## config.mk

```make
export PLATFORM = sky130hd
export DESIGN_NAME = mg_unit
export DESIGN_NICKNAME = d
export VERILOG_FILES = /design/src/rtl/mg_pkg.sv /design/src/rtl/mg_decode.sv /design/src/rtl/mg_mask_gen.sv /design/src/rtl/mg_cond.sv /design/src/rtl/mg_unit.sv
export SDC_FILE = /design/constraint.sdc
export NUM_CORES = 1
export LEC_CHECK = 0
export BUFFER_PORTS_ARGS = -buffer_cell sky130_fd_sc_hd__buf_4
export CAP_MARGIN = 25
export CELL_PAD_IN_SITES_DETAIL_PLACEMENT = 1
export CELL_PAD_IN_SITES_GLOBAL_PLACEMENT = 2
export CORE_ASPECT_RATIO = 1.75
export CORE_MARGIN = 5
export CORE_UTILIZATION = 23
export CTS_BUF_LIST = sky130_fd_sc_hd__clkbuf_8
export DETAILED_ROUTE_END_ITERATION = 8
export GPL_ROUTABILITY_DRIVEN = 0
export PLACE_DENSITY = 0.87
export SYNTH_ARGS = -nofsm -noshare
export SYNTH_HDL_FRONTEND = slang
export SYNTH_SLANG_ARGS = --single-unit
export TNS_END_PERCENT = 20
```

## constraint.sdc

```tcl
create_clock -name clk_i -period 0.8 [get_ports clk_i]
set_input_delay 0 -clock clk_i [delete_from_list [all_inputs] [get_ports clk_i]]
set_output_delay 0 -clock clk_i [all_outputs]
set_load 0.03 [all_outputs]
```

## src/rtl/mg_pkg.sv

```systemverilog
package mg_pkg;
  localparam int unsigned INSTR_W = 32;
  localparam int unsigned REG_IDX_W = 5;
  localparam logic [5:0] PRI_OP = 6'd31;
  localparam logic [9:0] EXT_OP = 10'd29;

  typedef struct packed {
    logic                 hit;
    logic                 rec;
    logic [REG_IDX_W-1:0] rt;
  } mg_dec_t;
endpackage

```

## src/rtl/mg_decode.sv

```systemverilog
module mg_decode
  import mg_pkg::*;
(
  input  logic [INSTR_W-1:0] instr_i,
  output mg_dec_t            dec_o
);
  // fields counted from MSB: opcode 0-5, dest 11-15, xop 21-30, rec 31
  always_comb begin
    dec_o.hit = (instr_i[31:26] == PRI_OP) && (instr_i[10:1] == EXT_OP);
    dec_o.rec = instr_i[0];
    dec_o.rt  = instr_i[20:16];
  end
endmodule

```

## src/rtl/mg_mask_gen.sv

```systemverilog
module mg_mask_gen #(
  parameter int unsigned XLEN  = 32,
  localparam int unsigned POS_W = $clog2(XLEN)
) (
  input  logic [POS_W-1:0] start_i,
  input  logic [POS_W-1:0] end_i,
  output logic [XLEN-1:0]  mask_o
);
  logic [POS_W:0] end_p1;
  logic           wrap;

  assign end_p1 = {1'b0, end_i} + 1'b1;
  assign wrap   = {1'b0, start_i} >= end_p1;

  for (genvar g = 0; g < XLEN; g++) begin : g_bit
    localparam logic [POS_W-1:0] PIDX = POS_W'(g);
    logic ge_s, le_e;
    assign ge_s = PIDX >= start_i;
    assign le_e = PIDX <= end_i;
    // position g lives at vector bit XLEN-1-g
    assign mask_o[XLEN-1-g] = wrap ? (ge_s | le_e) : (ge_s & le_e);
  end
endmodule

```

## src/rtl/mg_cond.sv

```systemverilog
module mg_cond #(
  parameter int unsigned XLEN = 32
) (
  input  logic [XLEN-1:0] res_i,
  input  logic            so_i,
  output logic [3:0]      cr_o
);
  logic lt, eq, gt;
  assign lt   = res_i[XLEN-1];
  assign eq   = (res_i == '0);
  assign gt   = !lt && !eq;
  assign cr_o = {lt, gt, eq, so_i};
endmodule

```

## src/rtl/mg_unit.sv

```systemverilog
module mg_unit
  import mg_pkg::*;
#(
  parameter int unsigned XLEN  = 32,
  localparam int unsigned POS_W = $clog2(XLEN)
) (
  input  logic                 clk_i,
  input  logic                 rst_ni,
  input  logic [INSTR_W-1:0]   instr_i,
  input  logic [XLEN-1:0]      rs_val_i,
  input  logic [XLEN-1:0]      rb_val_i,
  input  logic                 so_i,
  output logic                 valid_o,
  output logic [REG_IDX_W-1:0] rd_idx_o,
  output logic [XLEN-1:0]      rd_data_o,
  output logic                 cr_we_o,
  output logic [3:0]           cr_o
);
  mg_dec_t         dec;
  logic [XLEN-1:0] mask;
  logic [3:0]      cr_d;

  mg_decode u_dec (.instr_i(instr_i), .dec_o(dec));

  mg_mask_gen #(.XLEN(XLEN)) u_mask (
    .start_i(rs_val_i[POS_W-1:0]),
    .end_i  (rb_val_i[POS_W-1:0]),
    .mask_o (mask)
  );

  mg_cond #(.XLEN(XLEN)) u_cond (.res_i(mask), .so_i(so_i), .cr_o(cr_d));

  always_ff @(posedge clk_i or negedge rst_ni) begin
    if (!rst_ni) begin
      valid_o   <= 1'b0;
      rd_idx_o  <= '0;
      rd_data_o <= '0;
      cr_we_o   <= 1'b0;
      cr_o      <= '0;
    end else begin
      valid_o   <= dec.hit;
      rd_idx_o  <= dec.rt;
      rd_data_o <= mask;
      cr_we_o   <= dec.hit && dec.rec;
      cr_o      <= cr_d;
    end
  end

  p_no_we_bad_op_r1: assert property (@(posedge clk_i) disable iff (!rst_ni)
    ($past(instr_i[31:26]) != PRI_OP) |-> (!valid_o && !cr_we_o));
  p_mask_nonzero_r4: assert property (@(posedge clk_i) disable iff (!rst_ni)
    valid_o |-> (rd_data_o != '0));
  p_equal_ones_r5: assert property (@(posedge clk_i) disable iff (!rst_ni)
    ((rs_val_i[POS_W-1:0] == rb_val_i[POS_W-1:0] + 1'b1) && (rb_val_i[POS_W-1:0] != '1))
    |=> (rd_data_o == '1));
  p_cmp_onehot_r8: assert property (@(posedge clk_i) disable iff (!rst_ni)
    cr_we_o |-> ($countones(cr_o[3:1]) == 1));
  p_so_copy_r9: assert property (@(posedge clk_i) disable iff (!rst_ni)
    cr_we_o |-> (cr_o[0] == $past(so_i)));
  p_rec_clear_r10: assert property (@(posedge clk_i) disable iff (!rst_ni)
    !$past(instr_i[0]) |-> !cr_we_o);
  p_we_needs_valid_r8: assert property (@(posedge clk_i) disable iff (!rst_ni)
    cr_we_o |-> valid_o);
endmodule

```

* Yosys cells after proc, flatten, opt, wreduce, memory -nomap -nowiden
Index checks and enable logic that the tools add are counted.
W data, S select, Z words.
** Cells by class
- Multiply operators :: 0
- Mux-type cells :: 32
- Equality and inequality tests :: 2
- Reductions and logical operators :: 6
- $add $sub $neg :: 1
- Order comparisons :: 65
- Divide/modulo/power cells :: 0
- Bitwise logic cells :: 64
- Shift operators :: 0
** Operator list (number)
- $ge A5 B5 Y1 const A :: 16
- $le A5 B5 Y1 const A :: 16
- $ge A4 B5 Y1 const A :: 8
- $le A4 B5 Y1 const A :: 8
- $and A1 B1 Y1 :: 32
- $logic_not A32 Y1 :: 1
- $mux W1 :: 32
- $or A1 B1 Y1 :: 32
- $ge A3 B5 Y1 const A :: 4
- $le A3 B5 Y1 const A :: 4
- $eq A10 B5 Y1 const B :: 1
- $ge A1 B5 Y1 const A :: 2
- $ge A2 B5 Y1 const A :: 2
- $le A1 B5 Y1 const A :: 2
- $le A2 B5 Y1 const A :: 2
- $add A5 B1 Y6 const B :: 1
- $eq A6 B5 Y1 const B :: 1
- $ge A5 B6 Y1 :: 1
- $logic_and A1 B1 Y1 :: 3
- $logic_not A1 Y1 :: 2
** Storage, ports and cells
- Memories kept :: 0
- Bits in registers :: 43
- Logic and storage cells :: 175
- RAM bits :: 0
- Latch bits :: 0
- ROM bits :: 0
- Input bits :: 99

* Longest topological paths before layout
Gate-level depths: netlist (run 1).
- Word-level depth :: 6
- Mapped depth :: 13
- Mapped depth without buffers :: 11

* Hierarchy
A second synthesis (run 1) with hierarchy kept.
** Second synthesis, totals
- Cell total of the unflattened synthesis :: 237
- Area total of the unflattened synthesis :: 2422.3 µm²
** Modules (own cells, without submodules)
- mg_mask_gen :: instances 1, area each 1131.1 µm², cells each 166
- mg_unit :: instances 1, area each 1082.3 µm², cells each 44
- mg_cond :: instances 1, area each 112.6 µm², cells each 16
- mg_decode :: instances 1, area each 96.3 µm², cells each 11

* Worst setup path before layout (run 1)
Ideal clock, no wire load.
- Path type :: input -> register
- Start point :: input port rb_val_i[3]
- End point :: register cr_o[1]
- Data required time :: 0.680 ns
- Cell stages on the path :: 12
- Setup time :: 0.120 ns
- Path buffers :: 2
- Setup slack :: -1.596 ns
- Data arrival time :: 2.276 ns
- Cell sequence :: buf_6 -> buf_2 -> and3_1 -> ha_1 -> inv_1 -> ha_1 -> nand3_1 -> o21ai_2 -> nand2_1 -> maj3_1 -> and4_1 -> and3_1
** On the way
- Longest elaborated chain between the ends :: 4
- Elaborated cells between the ends (all ways) :: 131
- Classes of those cells :: add/sub: 1; order compare: 33; mux: 32; bitwise: 64; reduce/logical: 1
** Ends and longest elaborated chain
- from (decl) :: RTL line mg_unit.sv:11 : input logic [XLEN-1:0] rb_val_i,
- $add A5 B1 Y6 (tied with other cells) :: RTL line mg_mask_gen.sv:12 : assign end_p1 = {1'b0, end_i} + 1'b1;
- $ge A5 B6 Y1 (tied with other cells) :: RTL line mg_mask_gen.sv:13 : assign wrap = {1'b0, start_i} >= end_p1;
- $mux W1 :: RTL line mg_mask_gen.sv:21 : assign mask_o[XLEN-1-g] = wrap ? (ge_s | le_e) : (ge_s & le_e);
- $logic_not A32 Y1 * :: RTL line mg_cond.sv:10 : assign eq = (res_i == '0);
- via cr_d[1] :: RTL line mg_unit.sv:21 : logic [3:0] cr_d;
- to (signal assigned) :: RTL line mg_unit.sv:45 : cr_o <= cr_d;
- to (decl) :: RTL line mg_unit.sv:17 : output logic [3:0] cr_o
The timed path passes the listed nets; every way through them passes the cells marked *.

* Worst setup path in the final report (run 1)
- Start point :: input port rb_val_i[0]
- End point :: register cr_o[1]
Same word-level chain as after synthesis.

==> impl_summary.log, run 1 <==
[metrics] all-layer global routing usage: 16.9%
[metrics] number of synthesized flops with an enable pin: 0
[metrics] final hold slack: 0.0757 ns
[metrics] post-route antenna net violation count: 0
[metrics] total buffers and inverters traversed by the critical path: 2
[metrics] cells taking the most area after synthesis: sky130_fd_sc_hd__dfrtp_1, sky130_fd_sc_hd__maj3_1, sky130_fd_sc_hd__ha_1
[metrics] drc violations: 0
[metrics] most common library cell in the layout ignoring fill and taps: sky130_fd_sc_hd__buf_4
[metrics] via total after detailed routing: 2925
[metrics] portion of synthesized cell area occupied by the leading cell type: 41.5%
[metrics] final routed wire length divided by cell count: 19.0 um
[metrics] top-level port count: 142
[metrics] sum of overflow across all layers after global routing: 0
[metrics] post-synthesis area per instance: 9.27 um2
[metrics] register area share after synthesis: 41.5%
[metrics] post-synth top area cell: sky130_fd_sc_hd__dfrtp_1
[metrics] Synth-to-Final Area Change: 82.1%
[metrics] # diodes: 0
[metrics] number of design-rule violations left by the first detailed-router iteration: 94
[metrics] Final Net Count: 564
[metrics] minimum setup slack after placement: -1.70 ns
[metrics] via count of the first global-routing pass: 3277
[metrics] number of nets in the synthesized netlist: 381
[metrics] type of origin of the critical path: input pin
[metrics] final setup margin: -1.32 ns
[metrics] required time at the worst-slack endpoint: 1.03 ns
[metrics] endpoint type of the worst setup path: flip-flop
[metrics] total CTS buffers: 5
[metrics] initial core utilization: 23.5%
[metrics] Pre-Repair DR Iteration Count: 4
[metrics] wire length of the first global-routing pass: 16.8 mm
[metrics] Top cell by count, worst path: sky130_fd_sc_hd__ha_4
[metrics] Design Power: 0.00794 W
[metrics] number of clock sinks: 42
[metrics] number of library cell types mapped by synthesis: 57
[metrics] start-to-end type of the worst setup path: in2reg
[metrics] Maximum Capacitance Violations: 0
[metrics] clock period minus final worst setup slack: 2.12 ns
[metrics] warning count from the yosys run: 0
[metrics] final core utilization: 42.8%
[metrics] number of slew-limit violations in the final report: 0
[metrics] final routed wirelength across all metal layers: 11.2 mm
[metrics] fill cell total of the finished layout: 1237
[metrics] master of the slowest instance on the critical path: sky130_fd_sc_hd__a311o_1
[metrics] most frequently used flop master after synthesis: sky130_fd_sc_hd__dfrtp_1
[metrics] die area: 13300 um2
[metrics] Critical Path AT: 2.35 ns
[metrics] ratio of routed vias to standard cells: 4.98
[metrics] ordered cell list for the critical path: buf_8, ha_4, and3_4, ha_4, inv_2, ha_4, a21oi_4, o21ai_4, a311o_1, a2111oi_2, and4_1, and3_1
[metrics] number of antenna violations at the first check in global routing: 0
[metrics] DP HPWL: 8.38 mm
[metrics] flop and latch count out of synthesis: 42
[metrics] delay of the slowest critical-path stage: 0.32 ns
[metrics] post-synth design cell area: 2530 um2
[metrics] maximum number of pins on one net before global-route repair: 43
[metrics] count of H-tree levels built during CTS: 2
[metrics] die extent in y: 149 um
[metrics] most frequent cells in the layout: sky130_fd_sc_hd__buf_4, sky130_fd_sc_hd__buf_6, sky130_fd_sc_hd__dfrtp_1
[metrics] cell count of the worst hold path: 4
[metrics] core region area: 10800 um2
[metrics] maximum vdd drop: 0.986 mV
[metrics] result of the run: complete, but fails checks
[metrics] static leakage power: 2.14 nW
[metrics] width of the die: 89.3 um
[metrics] Worst Path Max Fanout: 7
[metrics] final number of setup-violating endpoints: 77
[metrics] Hold Crit Class: in2reg
[metrics] clock tree from TritonCTS: yes
[metrics] Worst-Margin Slew: 0.515 ns
[metrics] final worst path period share: 265%
[metrics] Worst-path clk slew: 0.08 ns
[metrics] deepest clock path buffer count: 2
[metrics] final hold violations: 0
[metrics] fraction of final layout cells with drive strength greater than 1: 53.6%
[metrics] Top delay family on crit path: compound AO/OA/AOI/OAI gates
[metrics] Levels on crit path: 12
[metrics] total negative slack: -33.73 ns
[metrics] headroom to the max-slew limit: 65.6%
[metrics] maximum achievable frequency: 0.472 GHz
[metrics] I/O Buffers: 77
[metrics] failing checks: setup timing
[metrics] Pwr per Cell Area: 1720 nW/um2
[metrics] number of rows created at floorplan: 50
[metrics] gate count after technology mapping: 273
[metrics] cell at the root of the clock tree: sky130_fd_sc_hd__clkbuf_8
[metrics] fraction of registers with async set or reset after synthesis: 100%
[metrics] unrepaired setup endpoints after global routing: true
[cells in the mapped netlist, types with 4 or more instances]
cell type                   number
sky130_fd_sc_hd__dfrtp_1        42
sky130_fd_sc_hd__clkbuf_1        4
sky130_fd_sc_hd__buf_4           4
sky130_fd_sc_hd__buf_6           4
sky130_fd_sc_hd__a21oi_1        18
sky130_fd_sc_hd__inv_1          12
sky130_fd_sc_hd__a31oi_1         6
sky130_fd_sc_hd__and3_1          5
sky130_fd_sc_hd__nand3_1        13
sky130_fd_sc_hd__o2bb2ai_1       4
sky130_fd_sc_hd__o21ai_0        18
sky130_fd_sc_hd__maj3_1         17
sky130_fd_sc_hd__buf_2           5
sky130_fd_sc_hd__ha_1            9
sky130_fd_sc_hd__a21o_1          4
sky130_fd_sc_hd__nor3_1          6
sky130_fd_sc_hd__nand2_1        22
sky130_fd_sc_hd__nor2_1         23
[worst paths after layout]
kind / startpoint / to / slack [ns]
worst max-delay path: rb_val_i[0] / cr_o[1] / -1.32
worst min-delay path: instr_i[31] / valid_o / 0.08
max in group asynchronous: rst_ni / rd_data_o[28] / 0.21
min in group asynchronous: rst_ni / rd_data_o[17] / 0.22
[routing by layer]
layer,wire [um],global-route usage (%)
met1,3610,15.4
met2,6330,32.5
met3,509,1.60
met4,709,12.1
met5,0,0
[cells by family after synthesis]
group,after synthesis,share of synthesized area [%]
AND/OR/NAND/NOR,91,17.8
AO/OA/AOI/OAI,81,21.8
flip-flops,42,41.5
buffers and inverters,31,7.02
adder cells (fa/ha/maj),26,11.2
XOR/XNOR,2,0.692
[through the flow]
step,cells,area [um2]
final,587,4610
after global routing,587,4610
after CTS,583,4550
after detailed placement,560,3970
after global placement,560,3970
after floorplan,273,2640
[layout make-up]
cell class	instances	area (um2)	area share (%)
repair buffers	194	1720	37.2
multi-input cells	200	1520	33.0
flip-flops and latches	42	1050	22.8
well taps	130	163	3.53
clock buffers	5	68.8	1.49
inverters	13	50.0	1.09
clock inverters	3	41.3	0.896
[power breakdown]
group / leakage, nW / total [W] / switching (W) / internal (W)
Sequential: 0.504 / 0.00256 / 0.000149 / 0.00242
Combinational: 1.58 / 0.00374 / 0.00193 / 0.00181
Clock: 0.0556 / 0.00163 / 0.000712 / 0.000918
[what timing repair did]
item                       4_1_cts  5_1_grt
cloned                           1        0
setup endpoints to repair       77       77
hold buffers                     8        0
buffers inserted                 6        4
gates resized for setup         91        7
hold endpoints to repair        49        0
pin swaps                       19        7
[state kept, by name (all words and copies together), names as in the netlist]
signal and cells:
valid_o 1, cr_o 4, rd_idx_o 5, rd_data_o 31
cr_we_o 1
[tightest hold or removal path: cells and delay by family]
kind / cells / cell delay (ns)
buf+inv: 2 / 0.19
simple gates: 2 / 0.15
Note: power is estimated with default switching activity, not from simulation.
==> run 2, diff against run 1 <==
Settings changed: REMOVE_ABC_BUFFERS from default to 1.
==> run 2 against run 1 <==
Against the previous run:
- the flow still finishes with violations (setup timing)
- clock power decreased by 12%
- critical endpoint unchanged
- worst setup slack got worse by 0.17 ns
- wire length increased by 8.7%
- largest power group unchanged
- combinational power increased by 7.5%
- non-clock buffer count increased by 7
- critical path depth increased by 2
- critical path type unchanged
- die area unchanged
==> impl_summary.log, run 2 (same netlist as run 1, synthesis figures left out) <==
[metrics] Pwr per Cell Area: 1690 nW/um2 (was 1720 nW/um2)
[metrics] cell at the root of the clock tree: sky130_fd_sc_hd__clkbuf_8 (unchanged)
[metrics] Top cell by count, worst path: sky130_fd_sc_hd__ha_4 (unchanged)
[metrics] I/O Buffers: 77 (unchanged)
[metrics] number of antenna violations at the first check in global routing: 0 (unchanged)
[metrics] ordered cell list for the critical path: buf_8, ha_4, and3_4, ha_4, inv_2, ha_4, a21oi_4, buf_6, o21ai_4, buf_4, o2bb2ai_1, nor4_1, and4_4, and3_4 (was buf_8, ha_4, and3_4, ha_4, inv_2, ha_4, a21oi_4, o21ai_4, a311o_1, a2111oi_2, and4_1, and3_1)
[metrics] Top delay family on crit path: simple AND/OR/NAND/NOR gates (was compound AO/OA/AOI/OAI gates)
[metrics] area of the multi-input gates: 1580 um2 (was 1520 um2)
[metrics] most common library cell in the layout ignoring fill and taps: sky130_fd_sc_hd__buf_4 (unchanged)
[metrics] endpoint type of the worst setup path: flip-flop (unchanged)
[metrics] width of the die: 89.3 um (unchanged)
[metrics] result of the run: complete, but fails checks (unchanged)
[metrics] Critical path destination: cr_o[1] (unchanged)
[metrics] type of origin of the critical path: input pin (unchanged)
[metrics] number of rows created at floorplan: 50 (unchanged)
[metrics] Worst-Margin Slew: 0.964 ns (was 0.515 ns)
[metrics] top-level port count: 142 (unchanged)
[metrics] final routed wire length divided by cell count: 20.4 um (was 19.0 um)
[metrics] grt peak-use layer: met2 (unchanged)
[metrics] headroom to the max-slew limit: 34.9% (was 65.6%)
[metrics] maximum number of pins on one net before global-route repair: 24 (was 43)
[metrics] sum of overflow across all layers after global routing: 0 (unchanged)
[metrics] fraction of final layout cells with drive strength greater than 1: 55.4% (was 53.6%)
[metrics] number of design-rule violations left by the first detailed-router iteration: 134 (was 94)
[metrics] Largest register FFs: 31 (unchanged)
[metrics] sequential cell area: 1050 um2 (unchanged)
[metrics] Hold Crit Class: in2async (was in2reg)
[metrics] die area: 13300 um2 (unchanged)
[metrics] maximum vdd drop: 0.769 mV (was 0.986 mV)
[metrics] total CTS buffers: 5 (unchanged)
[metrics] maximum achievable frequency: 0.437 GHz (was 0.472 GHz)
[metrics] # diodes: 0 (unchanged)
[metrics] Final Net Count: 571 (was 564)
[metrics] start-to-end type of the worst setup path: in2reg (unchanged)
[metrics] fill cell total of the finished layout: 1212 (was 1237)
[metrics] Worst-path clk slew: 0.09 ns (was 0.08 ns)
[metrics] initial core utilization: 23.5% (unchanged)
[metrics] final setup margin: -1.49 ns (was -1.32 ns)
[metrics] most frequent cells in the layout: sky130_fd_sc_hd__buf_4, sky130_fd_sc_hd__buf_6, sky130_fd_sc_hd__dfrtp_1 (unchanged)
[metrics] unrepaired setup endpoints after global routing: true (unchanged)
[metrics] Regs by FF count: rd_data_o: 31 flops, rd_idx_o: 5 flops, cr_o: 4 flops (unchanged)
[metrics] Levels on crit path: 14 (was 12)
[metrics] Design Power: 0.00801 W (was 0.00794 W)
[metrics] number of clock sinks: 42 (unchanged)
[metrics] die extent in y: 149 um (unchanged)
[metrics] ratio of routed vias to standard cells: 5.03 (was 4.98)
[metrics] clock tree from TritonCTS: yes (unchanged)
[metrics] met1 global-route usage: 16.7% (was 15.4%)
[metrics] static leakage power: 2.18 nW (was 2.14 nW)
[metrics] Largest Register: rd_data_o (unchanged)
[metrics] Critical Path AT: 2.54 ns (was 2.35 ns)
[metrics] Worst Path Max Fanout: 5 (was 7)
[metrics] total buffers and inverters traversed by the critical path: 4 (was 2)
[metrics] required time at the worst-slack endpoint: 1.05 ns (was 1.03 ns)
[metrics] number of placed instances with taps included: 562 (was 560)
[metrics] via count of the first global-routing pass: 3447 (was 3277)
[metrics] via total after detailed routing: 2990 (was 2925)
[metrics] wire length of the first global-routing pass: 18.2 mm (was 16.8 mm)
[metrics] clock period minus final worst setup slack: 2.29 ns (was 2.12 ns)
[metrics] delay of the slowest critical-path stage: 0.39 ns (was 0.32 ns)
[metrics] all-layer global routing usage: 18.3% (was 16.9%)
[metrics] final hold violations: 0 (unchanged)
[metrics] count of H-tree levels built during CTS: 2 (unchanged)
[metrics] Pre-Repair DR Iteration Count: 4 (unchanged)
[metrics] post-route antenna net violation count: 0 (unchanged)
[metrics] Setup crit start: rb_val_i[1] (was rb_val_i[0])
[metrics] DP HPWL: 8.20 mm (was 8.38 mm)
[metrics] final number of setup-violating endpoints: 77 (unchanged)
[metrics] met3 usage in global routing: 2.38% (was 1.60%)
[metrics] final routed wirelength across all metal layers: 12.1 mm (was 11.2 mm)
[metrics] master of the slowest instance on the critical path: sky130_fd_sc_hd__nor4_1 (was sky130_fd_sc_hd__a311o_1)
[metrics] failing checks: setup timing (unchanged)
[metrics] deepest clock path buffer count: 2 (unchanged)
[metrics] Synth-to-Final Area Change: 87.9% (was 82.1%)
[metrics] Layout Cells excl Fill: 594 (was 587)
[metrics] number of slew-limit violations in the final report: 0 (unchanged)
[metrics] core region area: 10800 um2 (unchanged)
[metrics] drc violations: 0 (unchanged)
[metrics] final worst path period share: 286% (was 265%)
[metrics] Maximum Capacitance Violations: 0 (unchanged)
[metrics] grt met2 use: 33.9% (was 32.5%)
## run 2: changes by cell type in the layout (fill, tap and decap cells not counted), sizes merged
cell | before | now
buf | 185 | 192
bufinv | 1 | 0
clkinvlp | 1 | 2
## run 2: worst min-delay path by stage
stage,slack (ns),from,end,cells after the start
floorplan,-0.30,rst_ni,cr_o[0],0
global placement,-0.14,rst_ni,cr_o[1],1
detailed placement,-0.13,rst_ni,cr_o[2],1
CTS,0.08,instr_i[31],valid_o,4
global route,0.10,instr_i[3],valid_o,4
finish,0.09,rst_ni,cr_o[2],2
## run 2: repair_timing
| action | in CTS | in global routing |
|---|---|---|
| cloned | 0 | 1 |
| resized for setup | 97 | 34 |
| endpoints found under the setup margin | 77 | 79 |
| hold buffers | 8 | 0 |
| pin swaps | 18 | 17 |
| hold endpoints to repair | 49 | 0 |
| buffers inserted | 11 | 6 |
## run 2: power by group
part / switching [W] / internal [W] / total, W
registers: 0.000147 / 0.00241 / 0.00256
clock network: 0.000811 / 0.000624 / 0.00144
logic: 0.00203 / 0.00198 / 0.00402
## run 2: layout make-up
cell class	instances	share of cell area, %
well taps	130	3.42
clock inverters	3	0.500
flip-flops and latches	42	22.1
repair buffers	201	38.3
inverters	13	1.03
multi-input cells	200	33.2
clock buffers	5	1.45
## run 2: routing by layer
metal / vias to the layer above / share of wire, %
met3: 54 / 3.4
li1: 1364 / -
met4: 0 / 7.8
met5: - / 0
met1: 1473 / 31
met2: 99 / 58
## run 2: metrics by stage
stage	cell area [um2]	setup slack (ns)	TNS (ns)	hold WS, ns	utilization, %
after floorplan	2400	-1.94	-46.00	-0.296	-
after global placement	3910	-1.85	-49.39	-0.136	36.3
after detailed placement	3910	-2.07	-52.73	-0.133	36.3
after CTS	4550	-1.46	-32.85	0.0776	42.3
after global routing	4760	-1.49	-39.88	0.103	44.2
final	4760	-1.49	-37.12	0.0940	44.2
==> run 3, diff against run 2 <==
Settings changed: CORE_UTILIZATION 23 to 27, PLACE_DENSITY 0.87 to 0.95.
Clock period 0.8 ns to 2.7 ns, I/O delays scaled along.
==> run 3 against run 2 <==
Against the previous run:
- the flow now finishes without violations
- worst setup slack improved by 1.7 ns
- sequential share of layout area increased by 7.5 points
- combinational power decreased by 80%
- sequential power decreased by 71%
- die area decreased by 14%
- utilization decreased by 5.1 points
- final cell count decreased by 16%
- flip-flop and latch count unchanged
- clock power decreased by 72%
- non-clock buffer count decreased by 85
- global-route usage decreased by 2.2 points
- wire length decreased by 25%
- largest cell class is now multi-input combinational cells
==> impl_summary.log, run 3 (same netlist as run 1, synthesis figures left out) <==
[metrics] result of the run: complete, no violations (was complete, but fails checks)
[metrics] final hold slack: 0.111 ns (was 0.0940 ns)
[metrics] internal power consumption: 0.00122 W (was 0.00502 W)
[metrics] static leakage power: 1.64 nW (was 2.18 nW)
[metrics] number of clock sinks: 42 (unchanged)
[metrics] clock period minus final worst setup slack: 2.51 ns
[metrics] I/O Buffers: 77 (unchanged)
[metrics] Final Net Count: 486 (was 571)
[metrics] Maximum Capacitance Violations: 0 (unchanged)
[metrics] total negative slack: 0 ns (was -37.12 ns)
[metrics] Design Power: 0.00194 W (was 0.00801 W)
[metrics] via total after detailed routing: 2626 (was 2990)
[metrics] DP HPWL: 7.25 mm (was 8.20 mm)
[metrics] CTS Hold Buffers Added: 11 (was 8)
[metrics] final number of setup-violating endpoints: 0 (was 77)
[metrics] via count of the first global-routing pass: 2897 (was 3447)
[metrics] fraction of final layout cells with drive strength greater than 1: 33.0% (was 55.4%)
[metrics] unrepaired setup endpoints after global routing: false (was true)
[metrics] maximum number of pins on one net before global-route repair: 43 (was 24)
[metrics] minimum setup slack after placement: -0.144 ns (was -2.07 ns)
[metrics] headroom to the max-slew limit: 50.6% (was 34.9%)
[metrics] all-layer global routing usage: 16.0% (was 18.3%)
[metrics] number of rows created at floorplan: 46 (was 50)
[metrics] deepest clock path buffer count: 2 (unchanged)
[metrics] type of origin of the critical path: input pin (unchanged)
[metrics] Synth-to-Final Area Change: 40.4% (was 87.9%)
[metrics] Largest register FFs: 31 (unchanged)
[metrics] drc violations: 0 (unchanged)
[metrics] setup repair bufs after CTS: 0 (was 11)
[metrics] most common library cell in the layout ignoring fill and taps: sky130_fd_sc_hd__buf_4 (unchanged)
[metrics] maximum achievable frequency: 0.398 GHz
[metrics] final hold violations: 0 (unchanged)
[metrics] Worst-path clk slew: 0.07 ns (was 0.09 ns)
[metrics] endpoint type of the worst setup path: flip-flop (unchanged)
[metrics] maximum vdd drop: 0.204 mV (was 0.769 mV)
[metrics] most frequent cells in the layout: sky130_fd_sc_hd__buf_4, sky130_fd_sc_hd__dfrtp_1, sky130_fd_sc_hd__nor2_1 (was sky130_fd_sc_hd__buf_4, sky130_fd_sc_hd__buf_6, sky130_fd_sc_hd__dfrtp_1)
[metrics] final routed wirelength across all metal layers: 9.08 mm (was 12.1 mm)
[metrics] core region area: 9090 um2 (was 10800 um2)
[metrics] width of the die: 83.2 um (was 89.3 um)
[metrics] die extent in y: 138 um (was 149 um)
[metrics] Worst Path Max Fanout: 7 (was 5)
[metrics] start-to-end type of the worst setup path: in2reg (unchanged)
[metrics] number of antenna violations at the first check in global routing: 0 (unchanged)
[metrics] logic gate share of total power: 41.5% (was 50.1%)
[metrics] wire length of the first global-routing pass: 14.6 mm (was 18.2 mm)
[metrics] total CTS buffers: 5 (unchanged)
[metrics] Pre-Repair DR Iteration Count: 4 (unchanged)
[metrics] count of H-tree levels built during CTS: 2 (unchanged)
[metrics] WHS Endpoint: cr_we_o
[metrics] clock network fraction of design power: 20.4% (was 17.9%)
[metrics] initial core utilization: 27.8% (was 23.5%)
[metrics] cell count of the worst hold path: 4
[metrics] final setup margin: 0.186 ns (was -1.49 ns)
[metrics] Largest Register: rd_data_o (unchanged)
[metrics] clock tree from TritonCTS: yes (unchanged)
[metrics] proportion of total power due to net switching: 37.2% (was 37.3%)
[metrics] fill cell total of the finished layout: 1115 (was 1212)
[metrics] number of design-rule violations left by the first detailed-router iteration: 175 (was 134)
[metrics] Hold Crit Class: in2reg (was in2async)
[metrics] required time at the worst-slack endpoint: 2.89 ns (was 1.05 ns)
[metrics] final routed wire length divided by cell count: 18.2 um (was 20.4 um)
[metrics] ratio of routed vias to standard cells: 5.26 (was 5.03)
[metrics] Worst-Margin Slew: 0.732 ns (was 0.964 ns)
[metrics] CTS resizes: 0 (was 97)
[metrics] die area: 11500 um2 (was 13300 um2)
[metrics] top-level port count: 142 (unchanged)
[metrics] switching component of the power: 0.000723 W (was 0.00299 W)
[metrics] cell at the root of the clock tree: sky130_fd_sc_hd__clkbuf_8 (unchanged)
[metrics] Critical Path AT: 2.70 ns (was 2.54 ns)
[metrics] sequential share of power: 38.0% (was 32.0%)
[metrics] final core utilization: 39.1% (was 44.2%)
[metrics] worst hold path startpoint: instr_i[26]
[metrics] sum of overflow across all layers after global routing: 0 (unchanged)
[metrics] Pwr per Cell Area: 547 nW/um2 (was 1690 nW/um2)
[metrics] # diodes: 0 (unchanged)
[metrics] post-route antenna net violation count: 0 (unchanged)
[metrics] number of slew-limit violations in the final report: 0 (unchanged)
[metrics] final worst path period share: 93.1%
[metrics] Regs by FF count: rd_data_o: 31 flops, rd_idx_o: 5 flops, cr_o: 4 flops (unchanged)
## run 3: worst max-delay path by stage
stage                            from      end  slack, ns  cells after the start
after floorplan           rb_val_i[0]  cr_o[1]      -0.04                     11
after global placement    rb_val_i[0]  cr_o[2]      -0.07                     14
after detailed placement  rb_val_i[0]  cr_o[2]      -0.14                     14
after CTS                 rb_val_i[0]  cr_o[1]       0.18                     14
after global routing      rb_val_i[0]  cr_o[1]       0.03                     12
final                     rb_val_i[0]  cr_o[1]       0.19                     12
## run 3: power by group through the flow
stage | clock, W | combinational, W | sequential, W
floorplan | 0 | 0.000220 | 0.000939
global placement | 0 | 0.000780 | 0.000750
detailed placement | 0 | 0.000799 | 0.000754
CTS | 0.000416 | 0.000811 | 0.000741
global route | 0.000460 | 0.000861 | 0.000748
finish | 0.000397 | 0.000807 | 0.000739
## run 3: cell type report
type / count / area [um2] / area share (%)
clock buffers: 5 / 68.8 / 1.94
repair buffers: 116 / 911 / 25.6
clock inverters: 3 / 21.3 / 0.599
well taps: 120 / 150 / 4.23
flip-flops and latches: 42 / 1050 / 29.6
multi-input cells: 200 / 1300 / 36.7
inverters: 13 / 48.8 / 1.37
## run 3: metal layers
layer  global-route usage [%]  vias up  share of wire (%)
met3                     2.50       36                5.0
li1                         -     1197                  -
met1                     14.9     1284                 32
met5                        0        -                  0
met2                     30.7      109                 56
met4                     11.8        0                6.3
## run 3: through the flow
stage,area (um2),instances
6_report,3550,499
5_1_grt,3550,499
3_5_place_dp,3350,480
4_1_cts,3550,499
2_1_floorplan,2400,255
3_3_place_gp,3350,480
## run 3: worst max-delay path, stage by stage
cell and delay (ns):
sky130_fd_sc_hd__buf_4 0.11, sky130_fd_sc_hd__ha_1 0.19, sky130_fd_sc_hd__and3_1 0.17, sky130_fd_sc_hd__ha_1 0.27, sky130_fd_sc_hd__inv_1 0.05, sky130_fd_sc_hd__ha_1 0.30
sky130_fd_sc_hd__nand3_1 0.14, sky130_fd_sc_hd__o21ai_2 0.38, sky130_fd_sc_hd__nand2_1 0.26, sky130_fd_sc_hd__maj3_1 0.43, sky130_fd_sc_hd__and4_1 0.24, sky130_fd_sc_hd__and3_1 0.15
